File: config.mk
export PLATFORM = sky130hd
export DESIGN_NAME = sio_fifo_pair
export DESIGN_NICKNAME = d
export VERILOG_FILES = /design/src/rtl/sfp_pkg.sv /design/src/rtl/sfp_fifo_dp.sv /design/src/rtl/sfp_ctrl.sv /design/src/rtl/sio_fifo_pair.sv
export SDC_FILE = /design/constraint.sdc
export NUM_CORES = 1
export LEC_CHECK = 0
export BUFFER_PORTS_ARGS = -buffer_cell sky130_fd_sc_hd__buf_2
export CAP_MARGIN = 15
export CORE_UTILIZATION = 35
export CTS_CLUSTER_DIAMETER = 100
export DETAILED_ROUTE_END_ITERATION = 16
export HOLD_SLACK_MARGIN = 0.1
export SETUP_SLACK_MARGIN = 0.15
export SLEW_MARGIN = 15
export SYNTH_ARGS = -nofsm -noshare
export SYNTH_HDL_FRONTEND = slang
export SYNTH_SLANG_ARGS = --single-unit
export TNS_END_PERCENT = 50
File: constraint.sdc
create_clock -name clk -period 3.4 [get_ports clk]
set_input_delay 0.17 -clock clk [delete_from_list [all_inputs] [get_ports clk]]
set_output_delay 0.17 -clock clk [all_outputs]
set_load 0.05 [all_outputs]
File: src/rtl/sfp_pkg.sv
package sfp_pkg;

  typedef struct packed {
    logic push;
    logic pop;
  } fifoStb_t;

  // receive side: valid entries needed before a request
  function automatic int unsigned rxNeed(input logic [2:0] sel, input int unsigned depth);
    case (sel)
      3'b100:  return depth / 4;
      3'b101:  return depth / 2;
      3'b110:  return (3 * depth) / 4;
      3'b111:  return depth;
      default: return 1;
    endcase
  endfunction

  // transmit side: empty entries needed before a request
  function automatic int unsigned txNeed(input logic [2:0] sel, input int unsigned depth);
    case (sel)
      3'b100:  return (3 * depth) / 4;
      3'b101:  return depth / 2;
      3'b110:  return depth / 4;
      3'b111:  return 1;
      default: return depth;
    endcase
  endfunction

endpackage

File: src/rtl/sfp_fifo_dp.sv
module sfp_fifo_dp
  import sfp_pkg::*;
#(
  parameter int DEPTH = 16,
  parameter int W     = 8,
  localparam int CW   = $clog2(DEPTH + 1),
  localparam int PW   = $clog2(DEPTH)
) (
  input  logic          clk,
  input  logic          rstN,
  input  fifoStb_t      stb,
  input  logic [W-1:0]  wrData,
  output logic [W-1:0]  rdData,
  output logic [CW-1:0] fill,
  output logic [CW-1:0] fillNext
);

  logic [W-1:0]  mem [DEPTH];
  logic [PW-1:0] wrPtr, rdPtr;

  function automatic logic [PW-1:0] bump(input logic [PW-1:0] p);
    return (p == PW'(DEPTH - 1)) ? '0 : p + PW'(1);
  endfunction

  always_ff @(posedge clk) begin
    if (stb.push) mem[wrPtr] <= wrData;
  end

  always_ff @(posedge clk or negedge rstN) begin
    if (!rstN) begin
      wrPtr  <= '0;
      rdPtr  <= '0;
      rdData <= '0;
    end else begin
      if (stb.push) wrPtr <= bump(wrPtr);
      if (stb.pop) begin
        rdPtr  <= bump(rdPtr);
        rdData <= mem[rdPtr];
      end
    end
  end

  always_comb begin
    case ({stb.push, stb.pop})
      2'b10:   fillNext = fill + CW'(1);
      2'b01:   fillNext = fill - CW'(1);
      default: fillNext = fill;
    endcase
  end

  always_ff @(posedge clk or negedge rstN) begin
    if (!rstN) fill <= '0;
    else       fill <= fillNext;
  end

endmodule

File: src/rtl/sfp_ctrl.sv
module sfp_ctrl
  import sfp_pkg::*;
#(
  parameter int DEPTH = 16,
  localparam int CW   = $clog2(DEPTH + 1)
) (
  input  logic          clk,
  input  logic          rstN,
  input  logic          busWrEn,
  input  logic          busRdEn,
  input  logic          serTxPop,
  input  logic          serRxPush,
  input  logic [2:0]    txMarkSel,
  input  logic [2:0]    rxMarkSel,
  input  logic [3:0]    errClr,
  input  logic [CW-1:0] txFill,
  input  logic [CW-1:0] txFillNext,
  input  logic [CW-1:0] rxFill,
  input  logic [CW-1:0] rxFillNext,
  output fifoStb_t      txStb,
  output fifoStb_t      rxStb,
  output logic          txReq,
  output logic          rxReq,
  output logic [3:0]    errFlags
);

  logic          txFull, txEmpty, rxFull, rxEmpty;
  logic [3:0]    errSet;
  logic [CW-1:0] txFreeNext;
  logic          txReqNext, rxReqNext;

  assign txFull  = (txFill == CW'(DEPTH));
  assign txEmpty = (txFill == '0);
  assign rxFull  = (rxFill == CW'(DEPTH));
  assign rxEmpty = (rxFill == '0);

  always_comb begin
    txStb.push = busWrEn   && !txFull;
    txStb.pop  = serTxPop  && !txEmpty;
    rxStb.push = serRxPush && !rxFull;
    rxStb.pop  = busRdEn   && !rxEmpty;
  end

  assign errSet = {busRdEn && rxEmpty, serRxPush && rxFull,
                   serTxPop && txEmpty, busWrEn && txFull};

  assign txFreeNext = CW'(DEPTH) - txFillNext;
  assign txReqNext  = 32'(txFreeNext) >= txNeed(txMarkSel, DEPTH);
  assign rxReqNext  = 32'(rxFillNext) >= rxNeed(rxMarkSel, DEPTH);

  always_ff @(posedge clk or negedge rstN) begin
    if (!rstN) begin
      txReq    <= 1'b0;
      rxReq    <= 1'b0;
      errFlags <= '0;
    end else begin
      txReq    <= txReqNext;
      rxReq    <= rxReqNext;
      errFlags <= (errFlags & ~errClr) | errSet;
    end
  end

endmodule

File: src/rtl/sio_fifo_pair.sv
module sio_fifo_pair
  import sfp_pkg::*;
#(
  parameter int DEPTH = 16,
  parameter int W     = 8,
  localparam int CW   = $clog2(DEPTH + 1)
) (
  input  logic          clk,
  input  logic          rstN,
  input  logic          busWrEn,
  input  logic [W-1:0]  busWrData,
  input  logic          busRdEn,
  output logic [W-1:0]  busRdData,
  input  logic [2:0]    txMarkSel,
  input  logic [2:0]    rxMarkSel,
  input  logic [3:0]    errClr,
  output logic          txReq,
  output logic          rxReq,
  output logic [CW-1:0] txFreeCnt,
  output logic [CW-1:0] rxFillCnt,
  output logic [3:0]    errFlags,
  input  logic          serTxPop,
  output logic [W-1:0]  serTxData,
  input  logic          serRxPush,
  input  logic [W-1:0]  serRxData
);

  fifoStb_t      txStb, rxStb;
  logic [CW-1:0] txFill, txFillNext, rxFillNext;

  sfp_ctrl #(.DEPTH(DEPTH)) ctrlI (
    .clk(clk), .rstN(rstN),
    .busWrEn(busWrEn), .busRdEn(busRdEn),
    .serTxPop(serTxPop), .serRxPush(serRxPush),
    .txMarkSel(txMarkSel), .rxMarkSel(rxMarkSel), .errClr(errClr),
    .txFill(txFill), .txFillNext(txFillNext),
    .rxFill(rxFillCnt), .rxFillNext(rxFillNext),
    .txStb(txStb), .rxStb(rxStb),
    .txReq(txReq), .rxReq(rxReq), .errFlags(errFlags)
  );

  sfp_fifo_dp #(.DEPTH(DEPTH), .W(W)) txDpI (
    .clk(clk), .rstN(rstN), .stb(txStb), .wrData(busWrData),
    .rdData(serTxData), .fill(txFill), .fillNext(txFillNext)
  );

  sfp_fifo_dp #(.DEPTH(DEPTH), .W(W)) rxDpI (
    .clk(clk), .rstN(rstN), .stb(rxStb), .wrData(serRxData),
    .rdData(busRdData), .fill(rxFillCnt), .fillNext(rxFillNext)
  );

  assign txFreeCnt = CW'(DEPTH) - txFill;

endmodule

# == Word-level counts from Yosys, hierarchy flattened ==
# Memory sizes are Yosys's and may differ from the RTL's. A register that Yosys moved wholly into a read port is not among the register bits.
# Index checks and enable logic that the tools add are counted.
# totals
latchBits,0
mem_bits_ro,0
register_bits,32
ramBits,256
n_memories,2
out_inout_bits,32
inputBits,32
wordCells,72
# op_classes
shift,0
n_eq_ne,18
div,0
mux,12
reduce_logical,16
n_addsub,10
n_lt_le_gt_ge,2
bitwise_logic,3
multipliers,0
# memory_table
memory,depth,width,read_ports,rd_ports_with_merged_regs,wr,line_no,source
rxDpI.mem,16,8,1,1,1,sfp_fifo_dp.sv:18,logic [W-1:0] mem [DEPTH];
txDpI.mem,16,8,1,1,1,sfp_fifo_dp.sv:18,
# ops
cell,n
case mux 5 bit (4 select lines),2
"== test 3 bit, second input constant",8
case mux 5 bit (2 select lines),2
"adder 4 x 1 -> 4 bit, second input constant",4
"== test 4 bit, second input constant",4
two-way mux 4 bit,4
"adder 5 x 1 -> 5 bit, second input constant",2
"== test 5 bit, second input constant",2
greater-or-equal comparator 5 bit,2
logical NOT 5 bit,2
"subtractor 5 x 1 -> 5 bit, second input constant",2
"subtractor 5 bit, first input constant",2
logical AND 1 bit,8
logical NOT 1 bit,6
AND 4 bit,1
"== test 2 x 1 -> 1 bit, second input constant",2
"== test 2 bit, second input constant",2
two-way mux 1 bit,4
inverter 4 bit,1
OR 4 bit,1

# == Longest topological paths before layout ==
# logic_depth
depth_word,7
ltp_mapped,19
mapped_depth_nobuf,18

# == Modules after synthesis ==
# A second synthesis with hierarchy kept.
# unflattened
cells_unflattened,784
area_unflattened_um2,12761.0
# modules_own_cells
mod,instances,cells_each,seq_area_each_um2,area_per_inst_um2
sfp_fifo_dp,2,358,4369.2,6075.8
sfp_ctrl,1,60,150.1,540.5
sio_fifo_pair,1,8,0.0,68.8

# == Least setup slack after synthesis ==
# Ideal clock, no wire load.
# synth_path
kind,register -> register
startpoint,reg txDpI.fill[0]
endpoint,reg ctrlI.txReq
setup_time_ps,122
stages_incl_launch_ff,19
path_buffers,1
t_arrival_ps,3407
slack_ps,-129
t_required_ps,3278
period_less_slack_ps,3529
cell_sequence,dfrtp_1 -> inv_1 -> ha_1 -> and2_1 -> ha_1 -> nand2b_1 -> clkinv_1 -> buf_1 -> ha_1 -> a21oi_1 -> a21o_1 -> a21oi_1 -> xnor2_1 -> nand3_1 -> xor2_1 -> ha_1 -> nor2b_1 -> o21ai_0 -> nand2b_1
# synth_via
elab_chain_len,7
elab_cells_between_ends,13
cone_classes,add/sub: 3; order compare: 1; eq/ne: 3; mux: 1; reduce/logical: 5
# synth_rtl
element,line_no,source
"start, declared",sfp_fifo_dp.sv:14,"output logic [CW-1:0] fill,"
"start signal, assigned",sfp_fifo_dp.sv:53,else fill <= fillNext;
== test 5 bit / logical NOT 5 bit (equally long branches),"sfp_ctrl.sv:32, sfp_ctrl.sv:33",
"logical NOT 1 bit, on equally long branches","sfp_ctrl.sv:38, sfp_ctrl.sv:39",
"logical AND 1 bit, on equally long branches","sfp_ctrl.sv:38, sfp_ctrl.sv:39",
== test 2 x 1 -> 1 bit / == test 2 bit (equally long branches),sfp_fifo_dp.sv:44,"case ({stb.push, stb.pop})"
case mux 5 bit (2 select lines) *,sfp_fifo_dp.sv:44,
subtractor 5 bit *,sfp_ctrl.sv:47,assign txFreeNext = CW'(DEPTH) - txFillNext;
greater-or-equal comparator 5 bit *,sfp_ctrl.sv:48,"assign txReqNext = 32'(txFreeNext) >= txNeed(txMarkSel, DEPTH);"
via ctrlI.txReqNext,sfp_ctrl.sv:30,"logic txReqNext, rxReqNext;"
"end signal, assigned",sfp_ctrl.sv:57,txReq <= txReqNext;
"end, declared",sfp_ctrl.sv:22,"output logic txReq,"
# The timed path passes the listed nets; every way through them passes the cells marked *.
# A chain may end at the register's enable or synchronous reset.

# == Worst setup path in the final report ==
# layout_path
startpoint,reg rxDpI.fill[1]
endpoint,reg ctrlI.rxReq
# layout_via
elab_chain_len,6
elab_cells_between_ends,12
cone_classes,add/sub: 2; order compare: 1; eq/ne: 3; mux: 1; reduce/logical: 5
# layout_rtl
element,line_no,source
"start, declared",sfp_fifo_dp.sv:14,
"start signal, assigned",sfp_fifo_dp.sv:53,
== test 5 bit / logical NOT 5 bit (equally long branches),"sfp_ctrl.sv:34, sfp_ctrl.sv:35",
"logical NOT 1 bit, on equally long branches","sfp_ctrl.sv:40, sfp_ctrl.sv:41",
"logical AND 1 bit, on equally long branches","sfp_ctrl.sv:40, sfp_ctrl.sv:41",
== test 2 x 1 -> 1 bit / == test 2 bit (equally long branches),sfp_fifo_dp.sv:44,
case mux 5 bit (2 select lines) *,sfp_fifo_dp.sv:44,
via ctrlI.rxFillNext[4],sfp_ctrl.sv:19,"input logic [CW-1:0] rxFillNext,"
greater-or-equal comparator 5 bit *,sfp_ctrl.sv:49,"assign rxReqNext = 32'(rxFillNext) >= rxNeed(rxMarkSel, DEPTH);"
via ctrlI.rxReqNext,sfp_ctrl.sv:30,
"end signal, assigned",sfp_ctrl.sv:58,rxReq <= rxReqNext;
"end, declared",sfp_ctrl.sv:23,"output logic rxReq,"
# Marks and branches as above.

==> run_results.csv <==
group,metric,value,unit
synth,syn_area_per_cell,17.9,um^2
timing,max-slew-margin-rel,40.2,%
timing,maxSlewViolCount,0,
pwr,p_switching,0.00439,W
timing,worst_pin_slew,0.893,ns
pwr,p_leak,5.32,nW
timing,min_period,3.13,ns
global_route,grt.total_usage,13.6,%
pwr,switching_share,33.5,%
floorplan,core,34900,um^2
worst_setup_path,cp-end-kind,"flop",
clock_network,clkLatencyLatePin,0.53,ns
route,drt_iter0_drc,358,
floorplan,die_w,191,um
finish,syn_to_final_growth,19.3,%
global_route,gr-total-overflow,0,
floorplan,io_pins,64,
place,io_buffers,63,
synth,yosysMostFrequentCell,"edfxtp_1",
pwr,pwr-share-comb,33.9,%
synth,synth_edf_count,256,
run,max-cap-violations,0,
synth,synth_seq_cells,304,
timing,fin_ws,0.268,ns
place,dpl_worst_slack,-0.106,ns
route,dr_total_vias,6366,
worst_setup_path,start_kind,"flop",
synth,syn_nets,761,
place,gp_congestion,0.791,
clock_network,clock_sinks,304,
route,drtAntennaViolNets,0,
synth,synth-main-ff-cell,"edfxtp_1",
worst_setup_path,r2r-start,"rxDpI.fill[1]",
run_status,status,"complete, no violations",
floorplan,die_h,191,um
timing,fin_crit_sh,92.1,%
worst_setup_path,cp_max_fo,4,
hold_path,hp-class,"input pin to flop",
synth,synth_cells,700,
pwr,ir_drop,663,uV
finish,num_antenna_cells,0,
timing,finClkSkew,0.0233,ns
pwr,p_int,0.00870,W
route,first_pass_iters,5,
global_route,grt_first_pass_wirelength,37500,um
finish,final_area,14900,um^2
global_route,grt_max_degree,37,
place,dp.final_hpwl,16100,um
floorplan,rows,68,
route,drc,0,
worst_setup_path,critPathLaunch,"rxDpI.fill[1]",
clock_network,clk_pin_slew,0.05,ns
floorplan,start_util,35.9,%
synth,yosys_warnings,0,
global_route,grt_pass1_vias,6543,
route,vias_per_cell,4.89,
clock_network,clockBufferDepth,3,
synth,synthDistinctLibCells,40,
pwr,power_frac_clock,27.2,%
timing,rsz0062_at_grt,"yes",
hold_path,holdCritStartpoint,"busRdEn",
route,avgRoutedWirePerCell,18.4,um
synth,synth_common_cells,"edfxtp_1, nand2_1, mux4_2",
route,wirelength,24000,um
synth,syn-cell-area,12500,um^2
timing,worst_hold_slack,0.125,ns
worst_setup_path,arrival,3.54,ns
clock_network,cts_tree,"built",
synth,ys_async_sr_fraction,15.8,%
clock_network,numCtsBuffers,34,
finish,layout-drive-gt1-share,28.8,%
pwr,power_density,875,nW/um^2
worst_setup_path,critical_path_class,"flop to flop",
pwr,seq_power_share,38.9,%
timing,max_freq,319,MHz
global_route,antenna_found_initial,0,
synth,ys_seq_area_share,70.9,%
finish,final_util,42.9,%
clock_network,htreeDepth,2,
synth,synthTopCellsByArea,"edfxtp_1, mux4_2, dfrtp_1",
clock_network,cts_root_buf,"clkbuf_16",
finish,nets,884,
floorplan,die_area,36600,um^2
timing,setup_viol_count_final,0,
synth,synth_top_cell_area_share,61.3,%
synth,yosys.area.top_type,"edfxtp_1",
worst_setup_path,required,3.81,ns
pwr,power,0.0131,W
place,place_area,13500,um^2
timing,hold_violations,0,
-- power groups by stage --
stage / Combinational, W / Clock, W / Sequential, W
final: 0.00443 / 0.00357 / 0.00509
after global placement: 0.00429 / 0 / 0.00516
after global routing: 0.00485 / 0.00377 / 0.00518
after CTS: 0.00439 / 0.00365 / 0.00510
after floorplan: 0.00294 / 0 / 0.00543
after detailed placement: 0.00433 / 0 / 0.00517
-- worst paths after layout --
path                                   end  slack (ns)  cells after the start
max                            ctrlI.rxReq        0.27                     14
min                        rxDpI.rdData[7]        0.12                      5
max reg2reg                    ctrlI.rxReq        0.27                     14
min reg2reg                txDpI.rdData[1]        0.47                      2
max in group asynchronous   txDpI.rdPtr[0]        2.39                      3
min in group asynchronous    rxDpI.fill[4]        0.29                      2
-- layout by cell type (no fill, tap or decap), types with 4 or more instances in the layout --
cell type      instances
clkbuf_1               8
nand2b_1               7
inv_1                 23
and2_1                17
buf_2                 63
xor2_1                 7
mux4_2                80
o21ai_0               18
buf_4                 27
xnor2_1               11
clkbuf_16             37
dfrtp_2                5
nand3_1               10
clkinv_2               6
nor3_1                 7
dfrtp_1               43
edfxtp_1             256
nor2b_1                4
nand2_1               83
a21o_1                 7
nor2_1                18
dlygate4sd3_1         28
ha_1                  23
clkinv_1               5
a21oi_1                9
-- final cells by class --
class	count	area, um^2
Fill cell	3124	19900
Tap cell	455	569
Inverter	26	98.8
Multi-Input combinational cell	337	3460
Clock buffer	45	956
Timing Repair Buffer	120	838
Clock inverter	15	130
Sequential cell	304	8890
-- cells by family (layout without fill, tap and decap cells) --
group           count (synthesis)  after routing  share of synthesized area, %
compound gates                 49             49                          2.32
xor+xnor                       19             19                          1.33
fa+ha+maj                      29             29                          2.96
buf+inv                        59            206                          2.27
flops                         304            304                          70.9
mux                            81             81                          14.5
simple gates                  159            159                          5.76
-- critical path, cell delays in order (launching register included) --
cell and delay (ns):
dfrtp_2 0.44, or4_4 0.55, o21ai_2 0.17, inv_1 0.09, ha_2 0.21, inv_1 0.10, fa_2 0.23, inv_1 0.04
a21o_1 0.17, a21oi_1 0.17, xnor2_1 0.08, nor2_1 0.14, xor2_1 0.21, ha_1 0.26, a21o_1 0.16
-- metrics by stage --
step                TNS, ns  std cells
floorplan                 0        700
global placement    -0.0340       1209
detailed placement   -0.106       1209
CTS                       0       1298
global route              0       1302
finish                    0       1302
-- registers in the layout, indices dropped and copies added (netlist names) --
signal and count:
txDpI.rdPtr 4, rxDpI.rdPtr 4, txDpI.fill 5, txDpI.wrPtr 4
rxDpI.mem 128, rxDpI.fill 5, ctrlI.errFlags 4, ctrlI.rxReq 1
txDpI.rdData 8, rxDpI.rdData 8, ctrlI.txReq 1, rxDpI.wrPtr 4
txDpI.mem 128
-- routing by layer --
layer | global-route usage [%] | wire length [um]
met2 | 21.9 | 11600
met4 | 4.37 | 452
met5 | 0 | 0
met1 | 18.4 | 10700
met3 | 3.03 | 1310
-- what timing repair did --
action / CTS / global route
resized for setup: 4 / 14
cloned: 0 / 0
hold buffers: 28 / 0
buffers inserted: 1 / 4
setup endpoints to repair: 1 / 2
pin swaps: 0 / 5
hold endpoints to repair: 296 / 0
(Power assumes the default switching activity.)
